<file path="src/rtl/hbcd_pkg.sv">
package hbcd_pkg;

   localparam int unsigned HB_PAR_W_DFLT     = 3;
   localparam int unsigned HB_MAX_DIGIT_DFLT = 9;

   function automatic int unsigned hb_code_w(input int unsigned par_w);
      return (1 << par_w) - 1;
   endfunction

   function automatic int unsigned hb_data_w(input int unsigned par_w);
      return hb_code_w(par_w) - par_w;
   endfunction

   function automatic bit hb_is_check_pos(input int unsigned p);
      return (p != 0) && ((p & (p - 1)) == 0);
   endfunction

   // 1-based position of the j-th data slot (j = 0 is the most significant digit bit)
   function automatic int unsigned hb_data_pos(input int unsigned j);
      int unsigned seen;
      int unsigned found;
      seen  = 0;
      found = 0;
      for (int unsigned p = 1; p < 64; p++) begin
         if (!hb_is_check_pos(p) && found == 0) begin
            if (seen == j) found = p;
            seen++;
         end
      end
      return found;
   endfunction

   // bit p-1 set when position p belongs to check group k
   function automatic logic [31:0] hb_group_mask(input int unsigned k, input int unsigned code_w);
      logic [31:0] m;
      m = '0;
      for (int unsigned p = 1; p <= code_w; p++) begin
         if (((p >> k) & 1) == 1) m[p-1] = 1'b1;
      end
      return m;
   endfunction

   typedef struct packed {
      logic fixed;
      logic bad;
   } hb_dec_flags_t;

endpackage

</file>
<file path="src/rtl/hbcd_group_xor.sv">
module hbcd_group_xor #(
   parameter int unsigned PAR_W  = hbcd_pkg::HB_PAR_W_DFLT,
   localparam int unsigned CODE_W = hbcd_pkg::hb_code_w(PAR_W)
) (
   input  logic [CODE_W-1:0] word_i,
   output logic [PAR_W-1:0]  grp_o
);

   if (PAR_W < 2 || PAR_W > 5) begin : g_bad_par
      $error("hbcd_group_xor: PAR_W must lie in 2..5");
   end

   for (genvar k = 0; k < PAR_W; k++) begin : g_grp
      localparam logic [31:0] MASK = hbcd_pkg::hb_group_mask(k, CODE_W);
      assign grp_o[k] = ^(word_i & MASK[CODE_W-1:0]);
   end

endmodule

</file>
<file path="src/rtl/hbcd_encoder.sv">
module hbcd_encoder #(
   parameter int unsigned PAR_W      = hbcd_pkg::HB_PAR_W_DFLT,
   parameter int unsigned MAX_DIGIT  = hbcd_pkg::HB_MAX_DIGIT_DFLT,
   parameter bit          ODD_PARITY = 1'b1,
   localparam int unsigned CODE_W = hbcd_pkg::hb_code_w(PAR_W),
   localparam int unsigned DATA_W = hbcd_pkg::hb_data_w(PAR_W)
) (
   input  logic              clk,
   input  logic              rst,
   input  logic              valid_i,
   input  logic [DATA_W-1:0] digit_i,
   output logic              valid_o,
   output logic [CODE_W-1:0] code_o,
   output logic              bad_o
);

   localparam logic [DATA_W-1:0] MAX_D = DATA_W'(MAX_DIGIT);

   if (MAX_DIGIT >= (1 << DATA_W)) begin : g_bad_max
      $error("hbcd_encoder: MAX_DIGIT does not fit the data width");
   end

   logic [CODE_W-1:0] spread;
   logic [CODE_W-1:0] code_c;
   logic [PAR_W-1:0]  grp;

   for (genvar j = 0; j < DATA_W; j++) begin : g_data
      localparam int unsigned POS = hbcd_pkg::hb_data_pos(j);
      assign spread[POS-1] = digit_i[DATA_W-1-j];
      assign code_c[POS-1] = digit_i[DATA_W-1-j];
   end

   for (genvar k = 0; k < PAR_W; k++) begin : g_chk
      assign spread[(1 << k) - 1] = 1'b0;
      assign code_c[(1 << k) - 1] = grp[k] ^ ODD_PARITY;
   end

   hbcd_group_xor #(.PAR_W(PAR_W)) u_grp (
      .word_i (spread),
      .grp_o  (grp)
   );

   always_ff @(posedge clk) begin
      if (rst) begin
         valid_o <= 1'b0;
         code_o  <= '0;
         bad_o   <= 1'b0;
      end else begin
         valid_o <= valid_i;
         if (valid_i) begin
            code_o <= code_c;
            bad_o  <= (digit_i > MAX_D);
         end
      end
   end

   for (genvar k = 0; k < PAR_W; k++) begin : g_ast_grp
      localparam logic [31:0] MASK = hbcd_pkg::hb_group_mask(k, CODE_W);
      AST_ENC_GROUP_SENSE: assert property (@(posedge clk) disable iff (rst)
         valid_o |-> (1'($countones(code_o & MASK[CODE_W-1:0])) == ODD_PARITY));
   end

   AST_ENC_STROBE: assert property (@(posedge clk) disable iff (rst)
      valid_i |=> valid_o);
   AST_ENC_IDLE: assert property (@(posedge clk) disable iff (rst)
      !valid_i |=> (!valid_o && $stable(code_o) && $stable(bad_o)));
   AST_ENC_RANGE: assert property (@(posedge clk) disable iff (rst)
      valid_i |=> (bad_o == ($past(digit_i) > MAX_D)));

endmodule

</file>
<file path="src/rtl/hbcd_decoder.sv">
module hbcd_decoder #(
   parameter int unsigned PAR_W      = hbcd_pkg::HB_PAR_W_DFLT,
   parameter int unsigned MAX_DIGIT  = hbcd_pkg::HB_MAX_DIGIT_DFLT,
   parameter bit          ODD_PARITY = 1'b1,
   localparam int unsigned CODE_W = hbcd_pkg::hb_code_w(PAR_W),
   localparam int unsigned DATA_W = hbcd_pkg::hb_data_w(PAR_W)
) (
   input  logic              clk,
   input  logic              rst,
   input  logic              valid_i,
   input  logic [CODE_W-1:0] code_i,
   output logic              valid_o,
   output logic [DATA_W-1:0] digit_o,
   output logic [PAR_W-1:0]  syndrome_o,
   output logic              fixed_o,
   output logic              bad_o
);

   localparam logic [DATA_W-1:0] MAX_D = DATA_W'(MAX_DIGIT);

   if (MAX_DIGIT >= (1 << DATA_W)) begin : g_bad_max
      $error("hbcd_decoder: MAX_DIGIT does not fit the data width");
   end

   logic [PAR_W-1:0]      grp;
   logic [PAR_W-1:0]      syn;
   logic [CODE_W-1:0]     flip;
   logic [CODE_W-1:0]     repaired;
   logic [DATA_W-1:0]     digit_c;
   hbcd_pkg::hb_dec_flags_t flags_c;

   hbcd_group_xor #(.PAR_W(PAR_W)) u_grp (
      .word_i (code_i),
      .grp_o  (grp)
   );

   // a group whose parity is already right contributes a zero syndrome bit
   assign syn = grp ^ {PAR_W{ODD_PARITY}};

   for (genvar p = 1; p <= CODE_W; p++) begin : g_flip
      assign flip[p-1] = (syn == PAR_W'(p));
   end

   assign repaired = code_i ^ flip;

   for (genvar j = 0; j < DATA_W; j++) begin : g_extract
      localparam int unsigned POS = hbcd_pkg::hb_data_pos(j);
      assign digit_c[DATA_W-1-j] = repaired[POS-1];
   end

   always_comb begin
      flags_c.fixed = |syn;
      flags_c.bad   = (digit_c > MAX_D);
   end

   always_ff @(posedge clk) begin
      if (rst) begin
         valid_o    <= 1'b0;
         digit_o    <= '0;
         syndrome_o <= '0;
         fixed_o    <= 1'b0;
         bad_o      <= 1'b0;
      end else begin
         valid_o <= valid_i;
         if (valid_i) begin
            digit_o    <= digit_c;
            syndrome_o <= syn;
            fixed_o    <= flags_c.fixed;
            bad_o      <= flags_c.bad;
         end
      end
   end

   logic [PAR_W-1:0] in_ok;
   for (genvar k = 0; k < PAR_W; k++) begin : g_ast_in
      localparam logic [31:0] MASK = hbcd_pkg::hb_group_mask(k, CODE_W);
      assign in_ok[k] = (1'($countones(code_i & MASK[CODE_W-1:0])) == ODD_PARITY);
   end

   AST_DEC_CLEAN_PASS: assert property (@(posedge clk) disable iff (rst)
      (valid_i && (&in_ok)) |=> (!fixed_o && syndrome_o == '0));
   AST_DEC_DIRTY_FIX: assert property (@(posedge clk) disable iff (rst)
      (valid_i && !(&in_ok)) |=> (fixed_o && syndrome_o != '0));
   AST_DEC_RANGE: assert property (@(posedge clk) disable iff (rst)
      (valid_o && !bad_o) |-> (digit_o <= MAX_D));
   AST_DEC_STROBE: assert property (@(posedge clk) disable iff (rst)
      valid_i |=> valid_o);
   AST_DEC_IDLE: assert property (@(posedge clk) disable iff (rst)
      !valid_i |=> (!valid_o && $stable(digit_o) && $stable(syndrome_o)));

endmodule

</file>
<file path="src/rtl/hbcd_codec.sv">
module hbcd_codec #(
   parameter int unsigned PAR_W      = hbcd_pkg::HB_PAR_W_DFLT,
   parameter int unsigned MAX_DIGIT  = hbcd_pkg::HB_MAX_DIGIT_DFLT,
   parameter bit          ODD_PARITY = 1'b1,
   localparam int unsigned CODE_W = hbcd_pkg::hb_code_w(PAR_W),
   localparam int unsigned DATA_W = hbcd_pkg::hb_data_w(PAR_W)
) (
   input  logic              clk,
   input  logic              rst,
   input  logic              enc_valid_i,
   input  logic [DATA_W-1:0] enc_digit_i,
   output logic              enc_valid_o,
   output logic [CODE_W-1:0] enc_code_o,
   output logic              enc_bad_o,
   input  logic              dec_valid_i,
   input  logic [CODE_W-1:0] dec_code_i,
   output logic              dec_valid_o,
   output logic [DATA_W-1:0] dec_digit_o,
   output logic [PAR_W-1:0]  dec_syndrome_o,
   output logic              dec_fixed_o,
   output logic              dec_bad_o
);

   hbcd_encoder #(
      .PAR_W      (PAR_W),
      .MAX_DIGIT  (MAX_DIGIT),
      .ODD_PARITY (ODD_PARITY)
   ) u_enc (
      .clk     (clk),
      .rst     (rst),
      .valid_i (enc_valid_i),
      .digit_i (enc_digit_i),
      .valid_o (enc_valid_o),
      .code_o  (enc_code_o),
      .bad_o   (enc_bad_o)
   );

   hbcd_decoder #(
      .PAR_W      (PAR_W),
      .MAX_DIGIT  (MAX_DIGIT),
      .ODD_PARITY (ODD_PARITY)
   ) u_dec (
      .clk        (clk),
      .rst        (rst),
      .valid_i    (dec_valid_i),
      .code_i     (dec_code_i),
      .valid_o    (dec_valid_o),
      .digit_o    (dec_digit_o),
      .syndrome_o (dec_syndrome_o),
      .fixed_o    (dec_fixed_o),
      .bad_o      (dec_bad_o)
   );

   AST_ALLZERO_REJECT: assert property (@(posedge clk) disable iff (rst)
      (dec_valid_i && dec_code_i == '0) |=> dec_fixed_o);

endmodule

</file>
<file path="config.mk">
export PLATFORM = sky130hd
export DESIGN_NAME = hbcd_codec
export DESIGN_NICKNAME = d
export VERILOG_FILES = /design/src/rtl/hbcd_pkg.sv /design/src/rtl/hbcd_group_xor.sv /design/src/rtl/hbcd_encoder.sv /design/src/rtl/hbcd_decoder.sv /design/src/rtl/hbcd_codec.sv
export SDC_FILE = /design/constraint.sdc
export NUM_CORES = 1
export LEC_CHECK = 0
export ABC_AREA = 1
export BUFFER_PORTS_ARGS = -buffer_cell sky130_fd_sc_hd__buf_2
export CAP_MARGIN = 20
export CELL_PAD_IN_SITES_DETAIL_PLACEMENT = 1
export CELL_PAD_IN_SITES_GLOBAL_PLACEMENT = 1
export CORE_MARGIN = 4
export CORE_UTILIZATION = 36
export CTS_CLUSTER_SIZE = 10
export DETAILED_ROUTE_END_ITERATION = 8
export GPL_TIMING_DRIVEN = 0
export PLACE_DENSITY_LB_ADDON = 0.1
export SLEW_MARGIN = 25
export SYNTH_ARGS = -nofsm -noshare
export SYNTH_HDL_FRONTEND = slang
export SYNTH_HIERARCHICAL = 1
export SYNTH_SLANG_ARGS = --single-unit
</file>
<file path="constraint.sdc">
create_clock -name clk -period 3.2 [get_ports clk]
set_input_delay 0.48 -clock clk [delete_from_list [all_inputs] [get_ports clk]]
set_output_delay 0.48 -clock clk [all_outputs]
set_load 0.03 [all_outputs]
</file>
==> impl_results.md, run 1 <==
- Yosys top cell area share: 34.4%
- DIE AREA: 4020 um^2
- Fmax: 684 MHz
- Power share of the clock group: 21.2%
- Post-synth top flop: dfxtp_1
- Total power: between 500 and 600 uW
- Worst setup path category: primary input to flip-flop
- Seq pwr share: approximately 47%
- I/O Pins: 34
- Clock sinks: 19
- Placed wire-length estimate: 2360 um
- Switching share of total power: 35.4%
- Final worst-path cycle share: 45.7%
- CTS Hold Buffers Added: 0
- FF+latch count, synth: 19
- Post-synthesis simple-gate area fraction: 36.4%
- Fin crit period: 1460 ps
- Syn Std Cell Area: 1110 um^2
- Filler Cells Inserted: 430
- Commonest cells post-synth: nand2_1, inv_1, dfxtp_1, nor2_1, a21oi_1
- CTS Buffer Depth: 2
- Post-CTS Setup Bufs: 0
- Proportion of synthesized area in mux cells: 0%
- Xor and xnor fraction of the mapped netlist area: 3.96%
- # diodes: 0
- Combinational power share: 31.4%
- Nets: 244
- Grt total ovfl: 0
- R2r setup slk: 2500 ps
- Area growth, synth to finish: 23.5%
- Per-cell routed wire length: 10.7 um
- Hold Violations, Final: 0
- CP arrival: 1650 ps
- Ratio of cells with drive above 1 in the final layout: around a fifth
- Area of the multi-input gates: just over 600 um^2
- Largest net degree at the start of global routing: 11
- H-tree depth: 1
- Later-pin clock latency in the skew report: 280 ps
- Initial antenna violation count: 0
- Maxcap violations: 0
- TritonCTS Buffers: 3
- WHS: between 400 and 500 ps
- Post-synth EDFFs: 0
- Vias/cell: 4.69
- Routed wire length: 2780 um
- R2R depth: 4
- Synth Area in Compound Gates: 12.8%
- CP required: 3390 ps
- Global routing's busiest layer: met2
- Met3 Use GR: 4.09%
- Met1 GRT Util: 15.0%
- Row cnt: 19
- Library cells used by synthesis: 18
- Worst Clk Skew: 0 ps
- DP Worst Slack: between 1000 and 1500 ps
- Area contributors post-synth: dfxtp_1, nand2_1, inv_1
- Static Leakage: 0.820 nW
- Worst R2R Start: u_dec/digit_o[0]
- Setup_tns: 0 ps
- Setup Viol. Count Final: 0
- TritonCTS clock tree: done
- Cell Pwr Density: about 410 nW/um^2
- Routability cong.: between 0.7 and 0.8
- Fin. max-slew vios: 0
- Sequential share of the synthesized area: 34.4%
- Peak VDD IR: 0.000266 V
- Clock transition at the registers of the reported paths: 100 ps
- Iter 0 DRT Violations: 35
- Hold EP: u_dec/bad_o
- Startpoint Class: primary input
- P_int: 358 uW
- RSZ-0062 raised after global routing: false
- Die Wd: 63.4 um
- DRT antenna net count: 0
- Final worst slack: 1740 ps
- Core area: 2850 um^2
- Total track usage: 15.4%
- FFs w/ async S/R, synth: 0%
- Status: finished, final reports clean
- Net load switching power: 196 uW
- Met2 usage: roughly 31%
- Port-buffer cells: 33
- DR DRC count: 0
- Most frequent cell after synthesis: nand2_1
- Cells after Synth: 183
- Layout Utilization: 47.9%
- Crit-path max FO: 6
- Die height: 63.4 um
- Reg2reg end: u_dec/digit_o[0]
- Hold Path Stages: 2
- HP Class: primary input to flip-flop
- Register area: 380 um^2
- Min-Delay Startpoint: rst
- YS warnings: 6
- Main combinational cell family by area after synthesis: simple AND/OR/NAND/NOR gates
- Vias in the first global route: 1260
- Cell taking the most area after synthesis: dfxtp_1
- First-pass GRT wire length: 5040 um
- Worst setup EP type: flip-flop
- Cts repair resizes: 0
- Root buf cell: clkbuf_4
- Initial core utilization: 38.8%
- TritonRoute pass-1 iters: 4
- Adder-Cell Fraction of Synth Area: 0%
- Via count of the routed design: roughly 1200
- Syn_area_per_cell: 6.04 um^2
placed cells by master, fill, tap and decap left out, types with 5 or more instances in the layout:
| master | n |
|---|---|
| a21oi_1 | 8 |
| buf_2 | 35 |
| conb_1 | 9 |
| dfxtp_1 | 19 |
| inv_1 | 27 |
| nand2_1 | 85 |
| nor2_1 | 12 |
| o21ai_0 | 6 |
| xnor2_1 | 5 |
state kept, by name, indices dropped and copies added, names as in the netlist:
signal,cells
u_dec/bad_o,1
u_enc/valid_o,1
u_enc/code_o,7
u_dec/syndrome_o,3
u_enc/bad_o,1
u_dec/valid_o,1
u_dec/fixed_o,1
u_dec/digit_o,4
power groups by stage:
stage          logic [mW]  clock network, mW  registers (mW)
3_5_place_dp        0.175                  0           0.268
6_report            0.174              0.118           0.263
5_1_grt             0.197              0.139           0.265
4_1_cts             0.176              0.125           0.263
3_3_place_gp        0.168                  0           0.267
2_1_floorplan      0.0843                  0           0.303
how the worst max path moves through the flow:
stage / start / end / slack, ps / cells past startpoint
6_report: dec_code_i[6] / u_dec/digit_o[1] / 1740 / 14
5_1_grt: dec_code_i[2] / u_dec/digit_o[1] / 1530 / 14
4_1_cts: dec_code_i[6] / u_dec/digit_o[1] / 1740 / 14
3_5_place_dp: dec_code_i[6] / u_dec/digit_o[1] / 1420 / 14
3_3_place_gp: dec_code_i[6] / u_dec/digit_o[1] / 1500 / 14
2_1_floorplan: dec_code_i[5] / u_dec/digit_o[1] / 1820 / 13
per-stage QoR:
step | area (um^2) | cells
floorplan | 1140 | 191
global placement | 1340 | 255
detailed placement | 1340 | 255
CTS | 1370 | 259
global route | 1370 | 259
finish | 1370 | 259
kinds of logic (layout without fill, tap and decap cells):
group,Yosys count,count (layout)
compound gates,21,21
simple gates,104,104
other cells,1,9
xor+xnor,5,5
flops,19,19
buf+inv,33,70
critical path: stages:
cell and delay (ps):
buf_2 160, inv_2 60, nand2_1 50, nand2_1 60, nand2_1 60, nand2_1 140
nor2_1 180, nand2_1 70, nand2_1 60, nand2_1 60, inv_1 70, nand2_1 50
o211ai_1 80, inv_1 50
cell type report:
cell class	instances	area share, %
Multi-Input combinational cell	139	45.5
Clock buffer	4	1.92
Timing Repair Buffer	33	12.1
Sequential cell	19	27.8
Buffer	3	1.56
Tap cell	31	2.84
Inverter	30	8.24
routing by layer:
layer | part of all wire [%] | up-vias
met5 | 0 | -
met4 | 0.97 | 0
met3 | 3.9 | 4
met2 | 55 | 23
met1 | 40 | 553
li1 | - | 634
(Power assumes the default switching activity.)
==> run 2, diff against run 1 <==
- CORE_UTILIZATION: 36 -> 30
- clock period: 3.2 -> 1.3 ns (I/O delays scaled with it)
==> run 2 against run 1 <==
Net effect:
- core utilization is 6.5 points lower
- worst setup slack got worse by 1500 ps
- via count fell by 1.1%
- final cell count increased by 5.8%
- final area up 4.4%
- wire length down 0.79%
- worst hold slack worse by 250 ps
- combinational power increased to 2.5 times the previous value
- clock skew stayed put
- critical path depth shrank 3
- sequential share of layout area shrank 1.2 points
- largest power group unchanged
==> impl_results.md, run 2 (synthesis results as in run 1) <==
- Peak VDD IR: 0.000663 V (+150%)
- HP Class: primary input to flip-flop
- Total track usage: 12.7% (-2.7 points)
- Min-Delay Startpoint: rst
- Static Leakage: 0.831 nW (+1.3%)
- DRT antenna net count: 0 (unchanged)
- Core area: 3440 um^2 (+21%)
- Hold Violations, Final: 0 (unchanged)
- Crit path max-delay cell type: buf_2
- Initial core utilization: 32.1% (-6.6 points)
- Port-buffer cells: 33 (unchanged)
- Ratio of cells with drive above 1 in the final layout: 22.4% (+1.8 points)
- Met1 GRT Util: 13.7% (-1.2 points)
- Hold EP: u_dec/bad_o
- Nets: 244 (unchanged)
- Most common cell after layout, fill and taps aside: nand2_1
- Slowest stage delay, CP: 160 ps (-20 ps)
- Setup Viol. Count Final: 0 (unchanged)
- Register area: 380 um^2 (unchanged)
- Reg2reg end: u_dec/digit_o[0]
- Area of the multi-input gates: 642 um^2 (+3.2%)
- Net load switching power: 501 uW (+160%)
- # diodes: 0 (unchanged)
- Post-CTS Setup Bufs: 0 (unchanged)
- Final worst slack: 206 ps (-1530 ps)
- Area growth, synth to finish: 29.0%
- Non-Filler Instances: 274 (+5.8%)
- DR DRC count: 0 (unchanged)
- Met2 usage: 24.1% (-7.2 points)
- Switching share of total power: 33.7% (-1.7 points)
- Crit-path max FO: 7 (+1)
- CP required: 1450 ps (-1940 ps)
- Vias/cell: 4.38 (-6.5%)
- Maxcap violations: 0 (unchanged)
- P_int: 987 uW (+180%)
- First-pass GRT wire length: 4530 um (-10%)
- Final instance area: 1430 um^2 (+4.4%)
- Hold Path Stages: 2 (unchanged)
- CTS Buffer Depth: 2 (unchanged)
- DP Area: 1360 um^2 (+1.4%)
- Fin. max-slew vios: 0 (unchanged)
- Combinational power share: 29.7% (-1.7 points)
- Most frequent cells in the layout: nand2_1, buf_2, inv_1
- Via count of the routed design: 1201 (-1.1%)
- Die height: 68.7 um (+8.3%)
- DP Worst Slack: -174 ps (-1590 ps)
- Filler Cells Inserted: 485 (+13%)
- Total power: 1.49 mW (+170%)
- Placed cell count: 270 (+5.9%)
- Grt total ovfl: 0 (unchanged)
- Layout Utilization: 41.4% (-6.5 points)
- Vias in the first global route: 1136 (-9.8%)
- Power share of the clock group: 26.9% (+5.7 points)
- Max reg flops: 7 (unchanged)
- R2r setup slk: 630 ps (-1870 ps)
- Fin crit period: between 1000 and 1500 ps
- Root buf cell: clkbuf_8
- Global routing's busiest layer: met2
- Reg with most FFs: u_enc/code_o
- R2R depth: 4 (unchanged)
- H-tree depth: 1 (unchanged)
- Status: finished, final reports clean
- TritonRoute pass-1 iters: 2 (-2)
- TritonCTS clock tree: done
- Clock transition at the registers of the reported paths: 70 ps (-30 ps)
- CP Cell Sequence: buf_2, inv_1, nand2_1, nand2_1, nand2_1, nand2_2, inv_1, nand3_1, xnor2_1, o21ai_1, inv_1
- Per-cell routed wire length: 10.1 um (-6.2%)
- Worst R2R Start: u_dec/digit_o[0]
- Placed wire-length estimate: 2300 um (-2.5%)
- Top Registers: u_enc/code_o x7, u_dec/digit_o x4, u_dec/syndrome_o x3
- Die Wd: 68.7 um (+8.3%)
- Routability cong.: 0.704 (-5.8%)
- Iter 0 DRT Violations: 11 (-69%)
- Cell Pwr Density: 1040 nW/um^2 (+160%)
- Met3 Use GR: 3.57% (-0.52 points)
- CP arrival: 1250 ps (-400 ps)
- Routed wire length: 2760 um (-0.79%)
- Startpoint Class: primary input
- Clock sinks: 19 (unchanged)
- Worst setup EP type: flip-flop
- Seq pwr share: 43.4% (-4.0 points)
- I/O Pins: 34 (unchanged)
- Later-pin clock latency in the skew report: 250 ps (-30 ps)
- Worst setup path category: primary input to flip-flop
- Worst Clk Skew: 0 ps (unchanged)
- Fmax: 914 MHz
- RSZ-0062 raised after global routing: false
- Largest net degree at the start of global routing: 11 (unchanged)
- Final worst-path cycle share: 84.1%
- Row cnt: 21 (+2)
- DIE AREA: 4720 um^2 (+17%)
- TritonCTS Buffers: 3 (unchanged)
- Initial antenna violation count: 0 (unchanged)
==> run 2: layout make-up <==
class                      count  share of cell area (%)
multi-input combinational    139                    45.0
clock buffer                   4                    3.16
inverter                      30                    7.89
tap                           46                    4.04
timing repair buffer          33                    11.8
sequential                    19                    26.7
buffer                         3                    1.49
==> run 2: critical path: cells and delay by family <==
kind,cells,cell delay [ps]
simple gates,5,390
buf+inv,4,400
xor+xnor,1,140
compound gates,1,110
==> run 2: timing repair <==
item	in CTS	in global routing
endpoints found under the hold margin	0	0
hold buffers	0	0
setup endpoints to repair	0	4
resized for setup	0	8
==> run 2: how the worst max path moves through the flow <==
stage / slack [ps] / from / end
after detailed placement: -170 / dec_code_i[2] / u_dec/digit_o[1]
after floorplan: 210 / dec_code_i[5] / u_dec/digit_o[1]
after global placement: -130 / dec_code_i[6] / u_dec/digit_o[1]
after global routing: 30 / dec_code_i[2] / u_dec/digit_o[1]
final: 210 / dec_code_i[4] / u_dec/digit_o[0]
after CTS: 100 / dec_code_i[2] / u_dec/digit_o[1]
==> run 2: power groups by stage <==
stage	combinational (mW)	sequential, mW	clock (mW)
2_1_floorplan	0.207	0.747	0
3_3_place_gp	0.417	0.657	0
3_5_place_dp	0.432	0.660	0
4_1_cts	0.434	0.647	0.422
5_1_grt	0.498	0.652	0.450
6_report	0.442	0.646	0.400
==> run 2: through the flow <==
| stage | hold slack (ps) | TNS [ps] |
|---|---|---|
| after floorplan | 264 | 0 |
| after global placement | 432 | -359 |
| after detailed placement | 435 | -624 |
| after CTS | 159 | 0 |
| after global routing | 166 | 0 |
| final | 172 | 0 |
==> run 2: routing by layer <==
| layer | vias to the layer above | part of all wire, % | routed length, um |
|---|---|---|---|
| li1 | 635 | - | - |
| met5 | - | 0 | 0 |
| met4 | 0 | 0.40 | 11 |
| met2 | 22 | 52 | 1430 |
| met1 | 542 | 42 | 1170 |
| met3 | 2 | 5.5 | 153 |
